<file path="src/rtl/gic_pkg.sv">
package gic_pkg;
  localparam int GRP_W   = 32;
  localparam int NUM_GRP = 7;
  localparam int GRP_AW  = 3;

  typedef enum logic [2:0] {
    BANK_POL  = 3'd4,
    BANK_STAT = 3'd5,
    BANK_EN   = 3'd6,
    BANK_TYPE = 3'd7
  } bank_e;

  // implemented bit positions of each group
  function automatic logic [GRP_W-1:0] impl_mask(input int g);
    case (g)
      0:       impl_mask = 32'h0000_0005;
      1, 2:    impl_mask = 32'h0000_0000;
      3:       impl_mask = 32'h0FFF_FFFF;
      default: impl_mask = 32'hFFFF_FFFF;
    endcase
  endfunction

  // group fed by a linear pin number (reverse order)
  function automatic int pin_group(input int n);
    pin_group = NUM_GRP - 1 - (n >> 5);
  endfunction

  // bit inside the group, byte lanes reversed
  function automatic int pin_bit(input int n);
    pin_bit = (24 - (n & 24)) | (n & 7);
  endfunction
endpackage

</file>
<file path="src/rtl/gic_sync.sv">
module gic_sync #(
  parameter int W      = 8,
  parameter int STAGES = 2
) (
  input  logic         clk,
  input  logic         rst_n,
  input  logic [W-1:0] d_in,
  output logic [W-1:0] q_out
);
  logic [STAGES-1:0][W-1:0] stage_q;
  logic [STAGES-1:0][W-1:0] stage_d;

  always_comb begin
    stage_d[0] = d_in;
    for (int s = 1; s < STAGES; s++) stage_d[s] = stage_q[s-1];
  end

  always_ff @(posedge clk or negedge rst_n) begin
    if (!rst_n) stage_q <= '0;
    else        stage_q <= stage_d;
  end

  assign q_out = stage_q[STAGES-1];
endmodule

</file>
<file path="src/rtl/gic_group.sv">
module gic_group #(
  parameter int               W    = 32,
  parameter logic [W-1:0]     MASK = '1
) (
  input  logic         clk,
  input  logic         rst_n,
  input  logic [W-1:0] src_s,
  input  logic         wr_pol,
  input  logic         wr_stat,
  input  logic         wr_en,
  input  logic         wr_type,
  input  logic [W-1:0] wdata,
  output logic [W-1:0] pol_o,
  output logic [W-1:0] stat_o,
  output logic [W-1:0] en_o,
  output logic [W-1:0] type_o,
  output logic         irq_o
);
  logic [W-1:0] pol_q, pol_d, stat_q, stat_d, en_q, en_d, type_q, type_d;
  logic [W-1:0] prev_q;
  logic [W-1:0] rise, fall, edge_hit, lvl_hit, hit, clr;

  // event detection
  always_comb begin
    rise     = src_s & ~prev_q;
    fall     = ~src_s & prev_q;
    edge_hit = (pol_q & rise) | (~pol_q & fall);
    lvl_hit  = (pol_q & src_s) | (~pol_q & ~src_s);
    hit      = ((type_q & lvl_hit) | (~type_q & edge_hit)) & MASK;
    clr      = wr_stat ? wdata : '0;
  end

  // next state
  always_comb begin
    pol_d  = pol_q;
    en_d   = en_q;
    type_d = type_q;
    if (wr_pol)  pol_d  = wdata & MASK;
    if (wr_en)   en_d   = wdata & MASK;
    if (wr_type) type_d = wdata & MASK;
    stat_d = ((stat_q & ~clr) | hit) & MASK;
  end

  always_ff @(posedge clk or negedge rst_n) begin
    if (!rst_n) begin
      pol_q  <= '0;
      stat_q <= '0;
      en_q   <= '0;
      type_q <= '0;
      prev_q <= '0;
    end else begin
      pol_q  <= pol_d;
      stat_q <= stat_d;
      en_q   <= en_d;
      type_q <= type_d;
      prev_q <= src_s;
    end
  end

  assign pol_o  = pol_q;
  assign stat_o = stat_q;
  assign en_o   = en_q;
  assign type_o = type_q;
  assign irq_o  = |(stat_q & en_q);

  AST_SET_WINS: assert property (@(posedge clk) disable iff (!rst_n)
    (hit != '0) |=> ((stat_q & $past(hit)) == $past(hit)));
  AST_W1C_CLEARS: assert property (@(posedge clk) disable iff (!rst_n)
    wr_stat |=> ((stat_q & $past(wdata & ~hit)) == '0));
  AST_NO_SPURIOUS_SET: assert property (@(posedge clk) disable iff (!rst_n)
    rst_n |=> ((stat_q & ~$past(stat_q) & ~$past(hit)) == '0));
  AST_MASKED_ZERO: assert property (@(posedge clk) disable iff (!rst_n)
    ((pol_q | stat_q | en_q | type_q) & ~MASK) == '0);
  AST_EN_HOLD: assert property (@(posedge clk) disable iff (!rst_n)
    !wr_en |=> $stable(en_q));
endmodule

</file>
<file path="src/rtl/gic_top.sv">
module gic_top #(
  parameter int GPIO_PINS   = 128,
  parameter int SYNC_STAGES = 2,
  parameter int ADDR_W      = 6
) (
  input  logic                      clk,
  input  logic                      rst_n,
  input  logic [GPIO_PINS-1:0]      gpio_in,
  input  logic                      timer_match_in,
  input  logic                      cable_det_in,
  input  logic [ADDR_W-1:0]         reg_addr,
  input  logic                      reg_wr,
  input  logic                      reg_rd,
  input  logic [gic_pkg::GRP_W-1:0] reg_wdata,
  output logic [gic_pkg::GRP_W-1:0] reg_rdata,
  output logic [gic_pkg::NUM_GRP-1:0] irq_out
);
  import gic_pkg::*;

  localparam int SRC_W = NUM_GRP * GRP_W;

  // reset: asserted asynchronously, released on the clock
  logic [1:0] rst_sync_q;
  logic       rst_n_i;
  always_ff @(posedge clk or negedge rst_n) begin
    if (!rst_n) rst_sync_q <= '0;
    else        rst_sync_q <= {rst_sync_q[0], 1'b1};
  end
  assign rst_n_i = rst_sync_q[1];

  // source routing
  logic [NUM_GRP-1:0][GRP_W-1:0] src_raw, src_s;
  always_comb begin
    src_raw = '0;
    for (int n = 0; n < GPIO_PINS; n++)
      src_raw[pin_group(n)][pin_bit(n)] = gpio_in[n];
    src_raw[0][0] = timer_match_in;
    src_raw[0][2] = cable_det_in;
  end

  gic_sync #(.W(SRC_W), .STAGES(SYNC_STAGES)) sync_i (
    .clk   (clk),
    .rst_n (rst_n_i),
    .d_in  (src_raw),
    .q_out (src_s)
  );

  // address decode
  logic [2:0]        bank;
  logic [GRP_AW-1:0] grp_sel;
  assign bank    = reg_addr[5:3];
  assign grp_sel = reg_addr[GRP_AW-1:0];

  logic [NUM_GRP-1:0][GRP_W-1:0] pol_v, stat_v, en_v, type_v;
  logic [NUM_GRP-1:0]            irq_g;

  for (genvar g = 0; g < NUM_GRP; g++) begin : g_grp
    localparam logic [GRP_W-1:0] GMASK = impl_mask(g);
    logic hit_sel;
    assign hit_sel = reg_wr && (grp_sel == GRP_AW'(g));

    gic_group #(.W(GRP_W), .MASK(GMASK)) grp_i (
      .clk     (clk),
      .rst_n   (rst_n_i),
      .src_s   (src_s[g]),
      .wr_pol  (hit_sel && bank == BANK_POL),
      .wr_stat (hit_sel && bank == BANK_STAT),
      .wr_en   (hit_sel && bank == BANK_EN),
      .wr_type (hit_sel && bank == BANK_TYPE),
      .wdata   (reg_wdata),
      .pol_o   (pol_v[g]),
      .stat_o  (stat_v[g]),
      .en_o    (en_v[g]),
      .type_o  (type_v[g]),
      .irq_o   (irq_g[g])
    );

    // group g drives output 6-g
    assign irq_out[NUM_GRP-1-g] = irq_g[g];
  end

  // read mux
  always_comb begin
    reg_rdata = '0;
    if (reg_rd && (int'(grp_sel) < NUM_GRP)) begin
      case (bank)
        BANK_POL:  reg_rdata = pol_v[grp_sel];
        BANK_STAT: reg_rdata = stat_v[grp_sel];
        BANK_EN:   reg_rdata = en_v[grp_sel];
        BANK_TYPE: reg_rdata = type_v[grp_sel];
        default:   reg_rdata = '0;
      endcase
    end
  end
endmodule

</file>
<file path="config.mk">
export PLATFORM = sky130hd
export DESIGN_NAME = gic_top
export DESIGN_NICKNAME = d
export VERILOG_FILES = /design/src/rtl/gic_pkg.sv /design/src/rtl/gic_sync.sv /design/src/rtl/gic_group.sv /design/src/rtl/gic_top.sv
export SDC_FILE = /design/constraint.sdc
export NUM_CORES = 1
export LEC_CHECK = 0
export ABC_AREA = 0
export CAP_MARGIN = 40
export CORE_ASPECT_RATIO = 0.75
export CORE_UTILIZATION = 62
export CTS_BUF_LIST = sky130_fd_sc_hd__clkbuf_4 sky130_fd_sc_hd__clkbuf_8
export CTS_CLUSTER_DIAMETER = 120
export DETAILED_ROUTE_END_ITERATION = 10
export PLACE_DENSITY = 0.91
export SLEW_MARGIN = 20
export SYNTH_ARGS = -nofsm -noshare
export SYNTH_HDL_FRONTEND = slang
export SYNTH_SLANG_ARGS = --single-unit
</file>
<file path="constraint.sdc">
create_clock -name clk -period 30.6 [get_ports clk]
set_clock_uncertainty 0.2 [all_clocks]
set_input_delay 4.59 -clock clk [delete_from_list [all_inputs] [get_ports clk]]
set_output_delay 4.59 -clock clk [all_outputs]
set_load 0.02 [all_outputs]
</file>
==> flow_summary.toml <==
[clock_tree]
cts_hold_buf = 0
cts_root_buf = "clkbuf_8"
cts_tree = "done"
clk_latency_ns = 0.81
htree_levels = 4
clk_path_buf_depth = 3
cts.clk_slew.worst_paths_ns = 0.07
cts_sinks = 884
postCtsSetupBuffers = 0
cts_buffers = 133
cts_resized = 0

[timing]
hold_viol_final = 0
fin_crit_sh = 0.433
setup_viol = 0
final.setup.tns_ns = 0
post-route-min-period_ns = 13.25
tightest_slew_ns = 0.893
rsz0062_at_grt = "false"
worst_slack_ns = 17.35
relSlewSlack = 0.403
fmax_mhz = 75.5
slew_violations = 0

[logic_synthesis]
yosysWarnings = 0
synthFlopType = "dfrtp_1"
synth.area.top_cells = "dfrtp_1 (60%), mux2_2 (11%), mux2i_1 (3.5%)"
ys_ff_latch = 884
async_flop_share = 1.00
synth_enable_flop_cells = 0
synth_top_area_frac = 0.604
ys_types = 56
seq_area_frac_synth = 0.604
syn-cell-area_um2 = 36600
synth.top_cells.by_count = "dfrtp_1 (884), mux2_2 (359), nor3_1 (179), nor2_1 (134), nand2b_1 (130)"
yosysMostFrequentCell = "dfrtp_1"
yosysTopAreaCell = "dfrtp_1"
synth.avg_cell_area_um2 = 13.2
synth_cells = 2774

[floorplan]
pin_count = 211
die_area_um2 = 60100
die_width_um = 283
initial_core_util = 0.632
core_area_um2 = 57900
die_h_um = 212
num_rows = 76

[worst_setup_path]
cp-start-kind = "input port"
required_ns = 25.81
crit_path_max_fanout = 50
crit_arrival_ns = 8.46
path_class = "input port to output pin"
cp-end-kind = "output pin"

[job]
maxCapViolCount = 0

[finish]
final_cells = 3872
layout.nets = 3168
synthToLayoutAreaGrowth_pct = 16.2
design_area_um2 = 42600
drive_gt1_frac = 0.221

[place]
pre_cts_ws_ns = 17.31
postPlaceCellArea_um2 = 39500
io_buffers = 204
placed_cells = 3631
dp_hpwl_um = 73200
gp_congestion = 0.988

[global_route]
overflow = 0
grt.total_usage = 0.369
grt_pass1_wl_um = 164000
grt_max_degree = 202
grt_antenna_before_repair = 3
grt_pass1_vias = 27300

[drt]
vias = 26400
drt-wirelength-per-cell_um = 27.9
avgViaCountPerCell = 6.83
finalWirelength_um = 108000
first_pass_iters = 6
drtIter0Drc = 3360
ant_nets = 0
drc = 0

[pwr]
p_leak_uw = 0.0182
p_total_uw = 2670
max-vdd-ir-drop_uv = 43.0
p_per_area_nw_per_um2 = 62.7

[hold_path]
hp-class = "flip-flop to async pin"

[run_status]
status = "finished clean"
[final cells by class]
type,instances,area (µm²)
antenna,2,5.00
clock inverter,24,264
clock buffer,205,2620
timing repair buffer,266,2870
tap,780,976
fill,3498,15300
inverter,4,15.0
sequential,884,22100
multi-input combinational,1707,13700
[critical path: stages]
cell and delay (ns):
buf_2 0.37, buf_4 0.65, nand4_1 0.86, buf_4 0.51, a21oi_1 0.16, a2111oi_0 0.10, a31oi_1 0.38, clkdlybuf4s50_1 0.71
[where the power goes]
| group | switching, µW | internal, µW |
|---|---|---|
| Clock | 461 | 579 |
| Combinational | 137 | 133 |
| Sequential | 96.9 | 1260 |
[cell usage in the layout, fill, tap and decap left out, types with 6 or more instances in the layout]
cell	synthesis	final
dfrtp_1	884	883
mux2_2	359	359
clkdlybuf4s50_1	0	201
nor3_1	179	179
clkbuf_8	0	172
nand2b_1	130	129
nor2_1	134	129
mux2i_1	128	128
a311o_1	123	123
a22oi_1	91	91
a21boi_0	89	89
nand2_1	72	72
nand3b_1	53	53
buf_4	24	36
a21boi_1	34	34
clkbuf_4	0	33
a21oi_1	30	30
a22o_1	30	30
o22a_1	27	27
a2111oi_0	26	26
nand4b_1	26	26
o221ai_1	26	26
a31oi_1	26	26
mux2_1	19	19
o2bb2ai_1	17	17
nand4_1	17	17
nor2_4	5	10
buf_16	0	10
buf_12	0	10
o21ai_0	8	8
clkinv_2	0	7
xor2_1	6	6
clkinvlp_4	0	6
[logic make-up after synthesis]
| group | after synthesis | synth area share |
|---|---|---|
| flip-flops | 884 | 0.604 |
| AND/OR/NAND/NOR | 650 | 0.0975 |
| AO/OA/AOI/OAI | 540 | 0.120 |
| multiplexers | 508 | 0.152 |
| buffers and inverters | 184 | 0.0239 |
| XOR/XNOR | 6 | 0.00143 |
| other | 2 | 0.000205 |
[through the flow]
stage	utilization	hold slack, ns
after global placement	0.676	0.131
after global routing	0.735	0.139
after floorplan	-	0.131
after detailed placement	0.682	0.122
final	0.735	0.110
after CTS	0.731	0.132
[state kept, by name (all words and copies together), names as in the netlist]
signal and cells:
g_grp.grp_i.type_o 126, g_grp.grp_i.stat_o 126, sync_i.q_out 126, rst_sync_q 2
g_grp.grp_i.pol_o 126, sync_i.stage_d 126, g_grp.grp_i.prev_q 126, g_grp.grp_i.en_o 126
[path summary, 6_finish.rpt]
| check | from | end | slack, ns | depth (start not counted) |
|---|---|---|---|---|
| max | reg_addr[1] | reg_rdata[6] | 17.35 | 8 |
| min | rst_sync_q[1] | g_grp[5].grp_i.type_o[30] | 0.11 | 0 |
| max reg2reg | rst_sync_q[1] | sync_i.stage_d[432] | 26.85 | 8 |
| min reg2reg | rst_sync_q[1] | g_grp[5].grp_i.type_o[30] | 0.11 | 0 |
| max in group asynchronous | rst_n | rst_sync_q[1] | 26.33 | 1 |
| min in group clk | sync_i.stage_d[390] | sync_i.q_out[166] | 0.12 | 0 |
[per-layer routing]
metal	track usage	wire length, µm
met5	0	9
met4	0.182	5180
met3	0.118	13200
met2	0.550	48800
met1	0.491	40900
No activity file was read; power rests on OpenSTA's default activity.
